## src/rtl/mfec_pkg.sv

```systemverilog
// Package: shared field positions and encodings for the event counter bank.
// Assumes 32-bit registers; field positions are fixed by the control format.
package mfec_pkg;
    localparam int REG_W      = 32;
    localparam int SEL_W      = 10;
    localparam int VPE_W      = 4;
    localparam int TC_W       = 8;
    localparam int B_EXL      = 0;
    localparam int B_KERN     = 1;
    localparam int B_SUP      = 2;
    localparam int B_USR      = 3;
    localparam int B_IE       = 4;
    localparam int SEL_LO     = 5;
    localparam int VPE_LO     = 16;
    localparam int TMODE_LO   = 20;
    localparam int TC_LO      = 22;
    localparam int B_MORE     = 31;
    localparam int STAT_BIT   = 26;
    localparam int CAP_BIT    = 4;
    // Writable control bits: 30:16 and 14:0
    localparam logic [REG_W-1:0] CTL_WMASK = 32'h7FFF_7FFF;

    typedef enum logic [1:0] {
        PRIV_KERNEL = 2'd0,
        PRIV_SUPER  = 2'd1,
        PRIV_USER   = 2'd2
    } priv_e;

    typedef enum logic [1:0] {
        TF_ALL = 2'd0,
        TF_VPE = 2'd1,
        TF_TC  = 2'd2
    } tfilt_e;
endpackage

```

## src/rtl/mfec_qualify.sv

```systemverilog
// Module: mfec_qualify
// Decides, combinationally, whether this cycle counts for one counter.
// It combines three conditions: the selected event line pulses, the active
// mode is enabled, and the thread filter matches. Exception level takes
// priority over the privilege input. Assumes all inputs are stable before
// the clock edge.
module mfec_qualify
    import mfec_pkg::*;
#(
    parameter int NUM_EVT = 16
) (
    input  logic [REG_W-1:0]   ctl,
    input  logic [NUM_EVT-1:0] evt_pulse,
    input  logic [1:0]         priv,
    input  logic               exl,
    input  logic [VPE_W-1:0]   cur_vpe,
    input  logic [TC_W-1:0]    cur_tc,
    output logic               hit
);
    logic [SEL_W-1:0] sel;
    logic             mode_ok;
    logic             thr_ok;
    logic             evt_ok;

    assign sel = ctl[SEL_LO +: SEL_W];

    // Mode gate: exception level overrides the privilege level
    always_comb begin
        if (exl) begin
            mode_ok = ctl[B_EXL];
        end else begin
            case (priv_e'(priv))
                PRIV_KERNEL: mode_ok = ctl[B_KERN];
                PRIV_SUPER:  mode_ok = ctl[B_SUP];
                PRIV_USER:   mode_ok = ctl[B_USR];
                default:     mode_ok = 1'b0;
            endcase
        end
    end

    // Thread gate: all threads, a virtual-processor match, or a thread match
    always_comb begin
        case (tfilt_e'(ctl[TMODE_LO +: 2]))
            TF_ALL:  thr_ok = 1'b1;
            TF_VPE:  thr_ok = (ctl[VPE_LO +: VPE_W] == cur_vpe);
            TF_TC:   thr_ok = (ctl[TC_LO +: TC_W] == cur_tc);
            default: thr_ok = 1'b0;
        endcase
    end

    // Event select: codes with no event line never match
    always_comb begin
        evt_ok = 1'b0;
        for (int e = 0; e < NUM_EVT; e++) begin
            if (sel == SEL_W'(e)) evt_ok = evt_pulse[e];
        end
    end

    assign hit = mode_ok & thr_ok & evt_ok;
endmodule

```

## src/rtl/mfec_slot.sv

```systemverilog
// Module: mfec_slot
// One control/counter pair. The control word keeps only its writable bits,
// and bit 31 reads as the constant HAS_NEXT. The counter loads from software
// in preference to a qualifying increment, and it wraps at 2^32. The
// overflow request is bit 31 of the counter gated by the interrupt enable.
// Assumes at most one write strobe per cycle.
module mfec_slot
    import mfec_pkg::*;
#(
    parameter int NUM_EVT  = 16,
    parameter bit HAS_NEXT = 1'b0
) (
    input  logic               clk,
    input  logic               rst_n,
    input  logic               wr_ctl,
    input  logic               wr_cnt,
    input  logic [REG_W-1:0]   wdata,
    input  logic [NUM_EVT-1:0] evt_pulse,
    input  logic [1:0]         priv,
    input  logic               exl,
    input  logic [VPE_W-1:0]   cur_vpe,
    input  logic [TC_W-1:0]    cur_tc,
    output logic [REG_W-1:0]   ctl_o,
    output logic [REG_W-1:0]   cnt_o,
    output logic               ovf_req
);
    logic [REG_W-1:0] ctl_q;
    logic [REG_W-1:0] cnt_q;
    logic             hit;

    mfec_qualify #(.NUM_EVT(NUM_EVT)) u_qual (
        .ctl       (ctl_q),
        .evt_pulse (evt_pulse),
        .priv      (priv),
        .exl       (exl),
        .cur_vpe   (cur_vpe),
        .cur_tc    (cur_tc),
        .hit       (hit)
    );

    // Control register: stores the writable field bits only
    always_ff @(posedge clk) begin
        if (!rst_n)      ctl_q <= '0;
        else if (wr_ctl) ctl_q <= wdata & CTL_WMASK;
    end

    // Counter: a software load wins over an increment in the same cycle
    always_ff @(posedge clk) begin
        if (!rst_n)      cnt_q <= '0;
        else if (wr_cnt) cnt_q <= wdata;
        else if (hit)    cnt_q <= cnt_q + 1'b1;
    end

    assign ctl_o   = {HAS_NEXT, ctl_q[B_MORE-1:0]};
    assign cnt_o   = cnt_q;
    assign ovf_req = ctl_q[B_IE] & cnt_q[REG_W-1];

    // a counter write always lands, whatever the events do
    assert_write_wins_R9: assert property (@(posedge clk) disable iff (!rst_n)
        wr_cnt |=> cnt_o == $past(wdata));
    // without a write the counter moves by at most one, wrapping
    assert_step_R6: assert property (@(posedge clk) disable iff (!rst_n)
        !wr_cnt |=> (cnt_o == $past(cnt_o)) || (cnt_o == $past(cnt_o) + 32'd1));
    // a zero control word freezes the counter
    assert_zero_ctl_stops_R5: assert property (@(posedge clk) disable iff (!rst_n)
        (!wr_cnt && ctl_o[B_MORE-1:0] == '0) |=> $stable(cnt_o));
    // a preset with bit 31 clear drops this counter's request
    assert_preset_clears_R7: assert property (@(posedge clk) disable iff (!rst_n)
        (wr_cnt && !wdata[REG_W-1]) |=> !ovf_req);
endmodule

```

## src/rtl/mfec_bank.sv

```systemverilog
// Module: mfec_bank (top)
// Bank of NUM_CTR event counter pairs behind a register port. It decodes
// the address, holds one registered read port, and combines the overflow
// requests into a level interrupt. Addresses 0..7 hold the pairs, 8 holds
// the capability word and 9 the status word. Assumes reg_wr and reg_rd are
// not used on the same address in the same cycle for ordering purposes; a
// read returns the value from before that cycle's write.
module mfec_bank
    import mfec_pkg::*;
#(
    parameter int NUM_CTR = 4,
    parameter int NUM_EVT = 16
) (
    input  logic               clk,
    input  logic               rst_n,
    input  logic               reg_wr,
    input  logic               reg_rd,
    input  logic [3:0]         reg_addr,
    input  logic [31:0]        reg_wdata,
    output logic [31:0]        reg_rdata,
    output logic               reg_rvalid,
    input  logic [NUM_EVT-1:0] evt_pulse,
    input  logic [1:0]         priv,
    input  logic               exl,
    input  logic [3:0]         cur_vpe,
    input  logic [7:0]         cur_tc,
    output logic               irq
);
    localparam logic [3:0] ADDR_CAP  = 4'd8;
    localparam logic [3:0] ADDR_STAT = 4'd9;

    logic [REG_W-1:0] ctl_arr [NUM_CTR];
    logic [REG_W-1:0] cnt_arr [NUM_CTR];
    logic [NUM_CTR-1:0] req;
    logic [REG_W-1:0] rd_mux;

    for (genvar i = 0; i < NUM_CTR; i++) begin : g_slot
        logic sel_pair;
        assign sel_pair = !reg_addr[3] && (reg_addr[2:1] == 2'(i));
        mfec_slot #(
            .NUM_EVT  (NUM_EVT),
            .HAS_NEXT (i < NUM_CTR - 1)
        ) u_slot (
            .clk       (clk),
            .rst_n     (rst_n),
            .wr_ctl    (reg_wr && sel_pair && !reg_addr[0]),
            .wr_cnt    (reg_wr && sel_pair &&  reg_addr[0]),
            .wdata     (reg_wdata),
            .evt_pulse (evt_pulse),
            .priv      (priv),
            .exl       (exl),
            .cur_vpe   (cur_vpe),
            .cur_tc    (cur_tc),
            .ctl_o     (ctl_arr[i]),
            .cnt_o     (cnt_arr[i]),
            .ovf_req   (req[i])
        );
    end

    assign irq = |req;

    // Read selection: pairs, capability, status; all else reads zero
    always_comb begin
        rd_mux = '0;
        if (reg_addr == ADDR_CAP) begin
            rd_mux[CAP_BIT] = 1'b1;
        end else if (reg_addr == ADDR_STAT) begin
            rd_mux[STAT_BIT] = irq;
        end else begin
            for (int i = 0; i < NUM_CTR; i++) begin
                if (!reg_addr[3] && reg_addr[2:1] == 2'(i))
                    rd_mux = reg_addr[0] ? cnt_arr[i] : ctl_arr[i];
            end
        end
    end

    // Registered read port with a one-cycle valid strobe
    always_ff @(posedge clk) begin
        if (!rst_n) begin
            reg_rdata  <= '0;
            reg_rvalid <= 1'b0;
        end else begin
            reg_rvalid <= reg_rd;
            if (reg_rd) reg_rdata <= rd_mux;
        end
    end

    // every read request is answered in the next cycle
    assert_read_valid_R10: assert property (@(posedge clk) disable iff (!rst_n)
        reg_rd |=> reg_rvalid);
    // a status read reports the interrupt level of the request cycle
    assert_status_mirror_R8: assert property (@(posedge clk) disable iff (!rst_n)
        (reg_rd && reg_addr == ADDR_STAT) |=> reg_rdata[STAT_BIT] == $past(irq));
    // the capability word always shows counters present
    assert_cap_bit_R8: assert property (@(posedge clk) disable iff (!rst_n)
        (reg_rd && reg_addr == ADDR_CAP) |=> reg_rdata[CAP_BIT]);
endmodule

```

## config.mk

```make
export PLATFORM = sky130hd
export DESIGN_NAME = mfec_bank
export DESIGN_NICKNAME = d
export VERILOG_FILES = /design/src/rtl/mfec_pkg.sv /design/src/rtl/mfec_qualify.sv /design/src/rtl/mfec_slot.sv /design/src/rtl/mfec_bank.sv
export SDC_FILE = /design/constraint.sdc
export NUM_CORES = 1
export LEC_CHECK = 0
export BUFFER_PORTS_ARGS = -buffer_cell sky130_fd_sc_hd__buf_2
export CORE_AREA = 2 2 325 199
export CTS_CLUSTER_DIAMETER = 40
export DETAILED_ROUTE_END_ITERATION = 8
export DIE_AREA = 0 0 327 201
export GPL_TIMING_DRIVEN = 0
export PLACE_DENSITY = 0.5
export RECOVER_POWER = 50
export SLEW_MARGIN = 30
export SYNTH_ARGS = -nofsm -noshare
export SYNTH_HDL_FRONTEND = slang
export SYNTH_SLANG_ARGS = --single-unit
export TNS_END_PERCENT = 20
```

## constraint.sdc

```tcl
create_clock -name clk -period 8 [get_ports clk]
set_clock_uncertainty 0.05 [all_clocks]
set_input_delay 2.4 -clock clk [delete_from_list [all_inputs] [get_ports clk]]
set_output_delay 2.4 -clock clk [all_outputs]
set_load 0.03 [all_outputs]
```

After elaboration in Yosys (flattened, before gate mapping)
Index checks and enable logic that the tools add are counted.

Output and inout port bits: 34. Logic and storage cells: 240. Register bits after elaboration: 281.

Mux-type cells: 98. Reduce and logical (&&, ||, !) cells: 33. Add/sub/neg operators: 4. Equal/unequal tests: 83. Bitwise logic cells: 12.

Operator list (count): two-way mux 32 bit (16); == test 10 x 4 -> 1 bit (second input constant) (32); == test 10 x 3 -> 1 bit (second input constant) (16); adder 32 x 1 -> 32 bit (second input constant) (4); == test 10 x 2 -> 1 bit (second input constant) (8); two-way mux 1 bit (70); == test 10 x 1 -> 1 bit (second input constant) (4); logical NOT 10 bit (4); == test 8 bit (4); two-way mux 27 bit (1); two-way mux 26 bit (1); one-hot mux 1 bit (3 select lines) (8); == test 4 bit (4); logical AND 1 bit (16); == test 2 bit (second input constant) (7); bitwise AND 1 bit (12); == test 2 x 1 -> 1 bit (second input constant) (6); logical NOT 2 bit (6); == test 4 bit (second input constant) (2); nonzero test 2 bit (4); two-way mux 5 bit (1); two-way mux 4 bit (1); OR reduction 4 bit (1); logical NOT 1 bit (2).

Logic depth before layout (Yosys ltp)
Depth after elaboration: 20. Mapped depth: 10. Depth with buffers taken out: 7.

Modules after synthesis
From an unflattened synthesis, not the netlist that was laid out.

Cells, all modules: 1929. Area total of the unflattened synthesis: 16925.0 um^2.

By module, submodules not included: mfec_slot at g_slot[0].u_slot ... (area an instance 2991.6 um^2, instances 3, cells an instance 344); mfec_bank (area an instance 3430.8 um^2, instances 1, cells an instance 378); mfec_slot at g_slot[3].u_slot (area an instance 2987.9 um^2, instances 1, cells an instance 343); mfec_qualify (area an instance 382.9 um^2, instances 4, cells an instance 44).

Least setup slack after synthesis
OpenSTA, ideal clock, no wires.

Path type: input to register. From: in cur_vpe[1]. To: reg g_slot[1].u_slot.cnt_q[22]. Slack: 3.584 ns. Stages: 9. Arrival time: 4.291 ns. Library setup time: 0.074 ns. Required time: 7.876 ns. Cell sequence: buf_2 -> xnor2_1 -> nand2_1 -> o41ai_1 -> nand4_1 -> or4_1 -> clkbuf_1 -> or3_1 -> a31oi_1.

Cells in the longest elaborated chain, start to end: 5.

Ends and longest elaborated chain: from (decl) (RTL line mfec_bank.sv:25) `input logic [3:0] cur_vpe,`; == test 4 bit (RTL line mfec_qualify.sv:45) `TF_VPE: thr_ok = (ctl[VPE_LO +: VPE_W] == cur_vpe);`; one-hot mux 1 bit (3 select lines) (RTL line mfec_qualify.sv:43) `case (tfilt_e'(ctl[TMODE_LO +: 2]))`; bitwise AND 1 bit (2 in a row) (RTL line mfec_qualify.sv:59) `assign hit = mode_ok & thr_ok & evt_ok;`; nonzero test 2 bit (no line); to (signal assigned) (RTL line mfec_slot.sv:50) `else if (wr_cnt) cnt_q <= wdata;`; to (signal assigned) (RTL line mfec_slot.sv:51) `else if (hit) cnt_q <= cnt_q + 1'b1;`; to (decl) (RTL line mfec_slot.sv:28) `logic [REG_W-1:0] cnt_q;`.

Every way passes these cells. A chain may end at the register's enable or synchronous reset.

Worst setup path after layout
From: in reg_addr[1]. To: reg g_slot[3].u_slot.ctl_q[23].

Cells in the longest elaborated chain, start to end: 4.

Ends and longest elaborated chain: from (decl) (RTL line mfec_bank.sv:18) `input logic [3:0] reg_addr,`; == test 2 bit (RTL line mfec_bank.sv:39) `assign sel_pair = !reg_addr[3] && (reg_addr[2:1] == 2'(i));`; logical AND 1 bit (RTL line mfec_bank.sv:39); logical AND 1 bit (2 in a row) (RTL line mfec_bank.sv:46) `.wr_ctl (reg_wr && sel_pair && !reg_addr[0]),`; to (signal assigned) (RTL line mfec_slot.sv:44) `else if (wr_ctl) ctl_q <= wdata & CTL_WMASK;`; to (decl) (RTL line mfec_slot.sv:27) `logic [REG_W-1:0] ctl_q;`.

Every way passes these cells.

==> results.txt <==
----------------------------------------------------
[Clock network]
  Buffer cell driving the clock tree root ... sky130_fd_sc_hd__clkbuf_16
  Clock input transition at the sequential cells of the worst setup and hold paths ... 60 ps
  Clock tree from TritonCTS ... yes
  Number of buffers inserted during clock tree synthesis ... 39
  Setup fix buffers added after clock tree synthesis ... 0
  Number of H-tree levels ... 2
  Sink Count ... 281
  Quantity of hold-fixing buffers added after cts ... 0
  PostCTS Resize Cnt ... 0
  Later-pin clock latency in the skew report ... 560 ps
  Maximum clock path buffer count ... 3

[Yosys]
  Leading cell types by count after synthesis ... sky130_fd_sc_hd__nand2_1 (334), sky130_fd_sc_hd__dfxtp_1 (281), sky130_fd_sc_hd__a21oi_1 (224), sky130_fd_sc_hd__o21ai_0 (174), sky130_fd_sc_hd__clkbuf_1 (123)
  Share of flip-flops with an asynchronous set or reset ... 0%
  Nets in the synthesized netlist ... 2,013
  Top flip-flop cell by instance count after synthesis ... sky130_fd_sc_hd__dfxtp_1
  Total standard cell area after synthesis ... 15,540 µm²
  Cells after Synth ... 1,938
  Number of warnings issued by yosys ... 0
  Fraction of the yosys area taken by sequential cells ... 36.19%
  Synth area leader ... sky130_fd_sc_hd__dfxtp_1
  Share of Yosys cell area claimed by the top area cell type ... 36.19%
  Mean cell area of the mapped netlist ... 8.020 µm²
  Count leader, synth ... sky130_fd_sc_hd__nand2_1
  Top cells by area, synth ... sky130_fd_sc_hd__dfxtp_1 (36%), sky130_fd_sc_hd__nand2_1 (8.1%), sky130_fd_sc_hd__a21oi_1 (7.2%)
  Number of enable flip-flop cells after synthesis ... 0
  Synthesis-stage register bit count ... 281
  Number of library cell types mapped by synthesis ... 72

[Final layout]
  Post-Route Utilization ... 29.05%
  Share of final-layout standard cells stronger than drive strength 1 ... 10.02%
  Layout overhead on the synthesized area ... 18.02%
  Number of nets at the end of the flow ... 2,142

[Floorplan]
  Chip Width ... 327 µm
  Die Footprint ... 65,730 µm²
  Number of top-level design ports ... 105
  Height of the die ... 201 µm
  Number of core rows ... 72
  Floorplan Core Area ... 63,150 µm²
  Starting Density ... 24.61%

[GRT]
  Global-route total usage across every layer ... 21.11%
  Vias in the first global route ... 14,562
  Global-route wire length before repair ... 102.1 mm
  Sum of overflow across all layers after global routing ... 0
  Largest net degree at the start of global routing ... 14
  Number of antenna violations at the first check in global routing ... 9

[Timing]
  Final min period ... 5736 ps
  Worst hold slack ... 406.7 ps
  Maximum clock frequency ... 174.3 MHz
  Setup total negative slack ... 0 ps
  Final count of pins violating max slew ... 0
  Relative slew margins ... 26.46%
  Slew at the pin closest to its max-slew limit ... 1103 ps
  Final Hold Violating Endpoints ... 0
  Final worst path period share ... 71.70%
  Unrepaired setup endpoints after global routing ... no
  Final setup viols ... 0

[Placement]
  Count of input and output buffers ... 88
  Detailed placer's ending HPWL ... 57.18 mm
  Final RePlAce weighted congestion ... 0.9771

[Pwr]
  Peak supply drop ... 149.7 µV
  Pwr dens ... 201.6 nW/µm²
  Leakage power ... 5.660 nW

[Detailed routing]
  Final routed wirelength across all metal layers ... 72.18 mm
  Antenna-violating nets left ... 0
  Via total after detailed routing ... 16,260
  Number of remaining DRC errors ... 0
  Vias per cell ... 5.508
  Drt initial violations ... 2,295
  Drt first pass iters ... 6
  Per-cell routed wire length ... 24.45 µm

[Hold path]
  Capture endpoint of the worst hold path ... g_slot[2].u_slot.ctl_q[30]
  Hold Crit Class ... reg -> reg
  Hold path startpoint ... g_slot[2].u_slot.ctl_q[30]
  Number of cells on the worst hold path ... 2

[Setup path]
  RR Endpoint ... g_slot[3].u_slot.cnt_o[25]
  Crit path arrival time ... 6160 ps
  Cell depth of the worst flop-to-flop path ... 9
  Library cell contributing the largest single delay on the critical path ... sky130_fd_sc_hd__clkbuf_1
  Critical Path, Cell by Cell ... clkbuf_1 > clkbuf_1 > clkbuf_1 > clkbuf_1 > nand2_1 > nor2_1 > clkbuf_1 > nand2_1 > a21oi_1
  Slack of the worst reg-to-reg path ... 4560 ps
  Crit-path max FO ... 10
  Reg-to-reg critical path startpoint ... g_slot[3].u_slot.ctl_q[22]
  Max incr delay on CP ... 750 ps
  WS Path Type ... in -> reg
  Category of the worst setup path launch point ... primary input
  Cell seen most often among critical-path stages ... sky130_fd_sc_hd__clkbuf_1
  Worst path required time ... 8420 ps
  Endpoint type of the worst setup path ... register
  CP Launch Point ... reg_addr[1]

[Job]
  Max_cap viols ... 0

[Run status]
  Result of the run ... completed

----------------------------------------------------
## cell usage in the layout, fill, tap and decap left out, types with 7 or more instances in the layout
cell / Yosys / routed
sky130_fd_sc_hd__nand2_1: 334 / 334
sky130_fd_sc_hd__dfxtp_1: 281 / 281
sky130_fd_sc_hd__a21oi_1: 224 / 224
sky130_fd_sc_hd__o21ai_0: 174 / 174
sky130_fd_sc_hd__clkbuf_1: 123 / 166
sky130_fd_sc_hd__nor2_1: 80 / 80
sky130_fd_sc_hd__xnor2_1: 76 / 76
sky130_fd_sc_hd__buf_2: 15 / 65
sky130_fd_sc_hd__a31oi_1: 59 / 59
sky130_fd_sc_hd__mux2i_1: 44 / 44
sky130_fd_sc_hd__nand3_1: 43 / 43
sky130_fd_sc_hd__or3_1: 42 / 42
sky130_fd_sc_hd__nand4_1: 40 / 41
sky130_fd_sc_hd__mux4_2: 39 / 39
sky130_fd_sc_hd__clkbuf_16: 0 / 39
sky130_fd_sc_hd__xor2_1: 35 / 35
sky130_fd_sc_hd__nor3_1: 30 / 30
sky130_fd_sc_hd__inv_1: 29 / 29
sky130_fd_sc_hd__or4_1: 21 / 21
sky130_fd_sc_hd__and3_1: 20 / 20
sky130_fd_sc_hd__o31ai_1: 19 / 19
sky130_fd_sc_hd__nor4_1: 18 / 18
sky130_fd_sc_hd__mux2_2: 16 / 16
sky130_fd_sc_hd__nor2b_1: 14 / 14
sky130_fd_sc_hd__o22ai_1: 13 / 13
sky130_fd_sc_hd__a211oi_1: 12 / 12
sky130_fd_sc_hd__buf_1: 13 / 11
sky130_fd_sc_hd__and2_1: 10 / 9
sky130_fd_sc_hd__nand2b_1: 9 / 9
sky130_fd_sc_hd__a221oi_1: 9 / 9
sky130_fd_sc_hd__clkinvlp_4: 0 / 9
sky130_fd_sc_hd__and4_1: 8 / 8
sky130_fd_sc_hd__a2111oi_0: 8 / 7
sky130_fd_sc_hd__a32oi_1: 7 / 7
## critical path: cells and delay by family
family | cells | cell delay, ps
buffers and inverters | 5 | 2970
AO/OA/AOI/OAI | 1 | 150
AND/OR/NAND/NOR | 3 | 620
## worst max path at each step
| stage | slack (ps) | to |
|---|---|---|
| 2_1_floorplan | 3580 | g_slot[1].u_slot.cnt_o[22] |
| 3_3_place_gp | 2280 | g_slot[3].u_slot.cnt_o[29] |
| 3_5_place_dp | 2230 | g_slot[3].u_slot.cnt_o[27] |
| 4_1_cts | 2790 | g_slot[3].u_slot.cnt_o[25] |
| 5_1_grt | 2150 | g_slot[3].u_slot.ctl_q[23] |
| 6_report | 2260 | g_slot[3].u_slot.ctl_q[23] |
## final cells by class
cell class	instances	area [µm²]
Antenna cell	6	15.01
Buffer	158	654.4
Clock buffer	43	1021
Clock inverter	26	335.3
Fill cell	6742	44810
Inverter	30	112.6
Multi-Input combinational cell	1469	9119
Sequential cell	281	5625
Tap cell	851	1065
Timing Repair Buffer	88	397.9
## state kept, by name, summed over array words and instances (netlist names)
name and cells:
g_slot.u_slot.cnt_o 128, g_slot.u_slot.ctl_q 120, reg_rdata 32, reg_rvalid 1
## per-layer routing
metal	routed length (µm)	global-route usage [%]	vias up
met4	767	3.096	6
met2	27010	27.19	964
met1	33930	33.17	7929
li1	-	-	7290
met5	231	1.377	-
met3	10240	7.223	71
## kinds of logic (layout without fill, tap and decap cells)
group                    count (synthesis)  in the layout  share of synthesized area (%)
AO/OA/AOI/OAI                          561            561                          20.63
XOR/XNOR                               111            111                          6.255
flip-flops                             281            281                          36.19
adder cells (fa/ha/maj)                  4              4                         0.3220
buffers and inverters                  188            345                          5.039
AND/OR/NAND/NOR                        689            689                          21.36
multiplexers                           104            104                          10.20
other                                    0              6                              0
## where the power goes
group / internal [mW] / total [mW] / leakage, nW / switching [mW]
registers: 1.43 / 1.47 / 2.27 / 0.0430
clock network: 1.13 / 1.88 / 0.638 / 0.755
logic: 0.103 / 0.346 / 2.75 / 0.243
## through the flow
stage | area [µm²] | setup WS [ps] | cells | power (mW)
finish | 18350 | 2264 | 2952 | 3.699
global route | 18340 | 2155 | 2949 | 3.790
CTS | 18410 | 2786 | 2946 | 3.697
detailed placement | 17050 | 2226 | 2877 | 1.832
global placement | 17050 | 2276 | 2877 | 1.826
floorplan | 15540 | 3584 | 1938 | 1.668
Note: power is estimated with default switching activity, not from simulation.
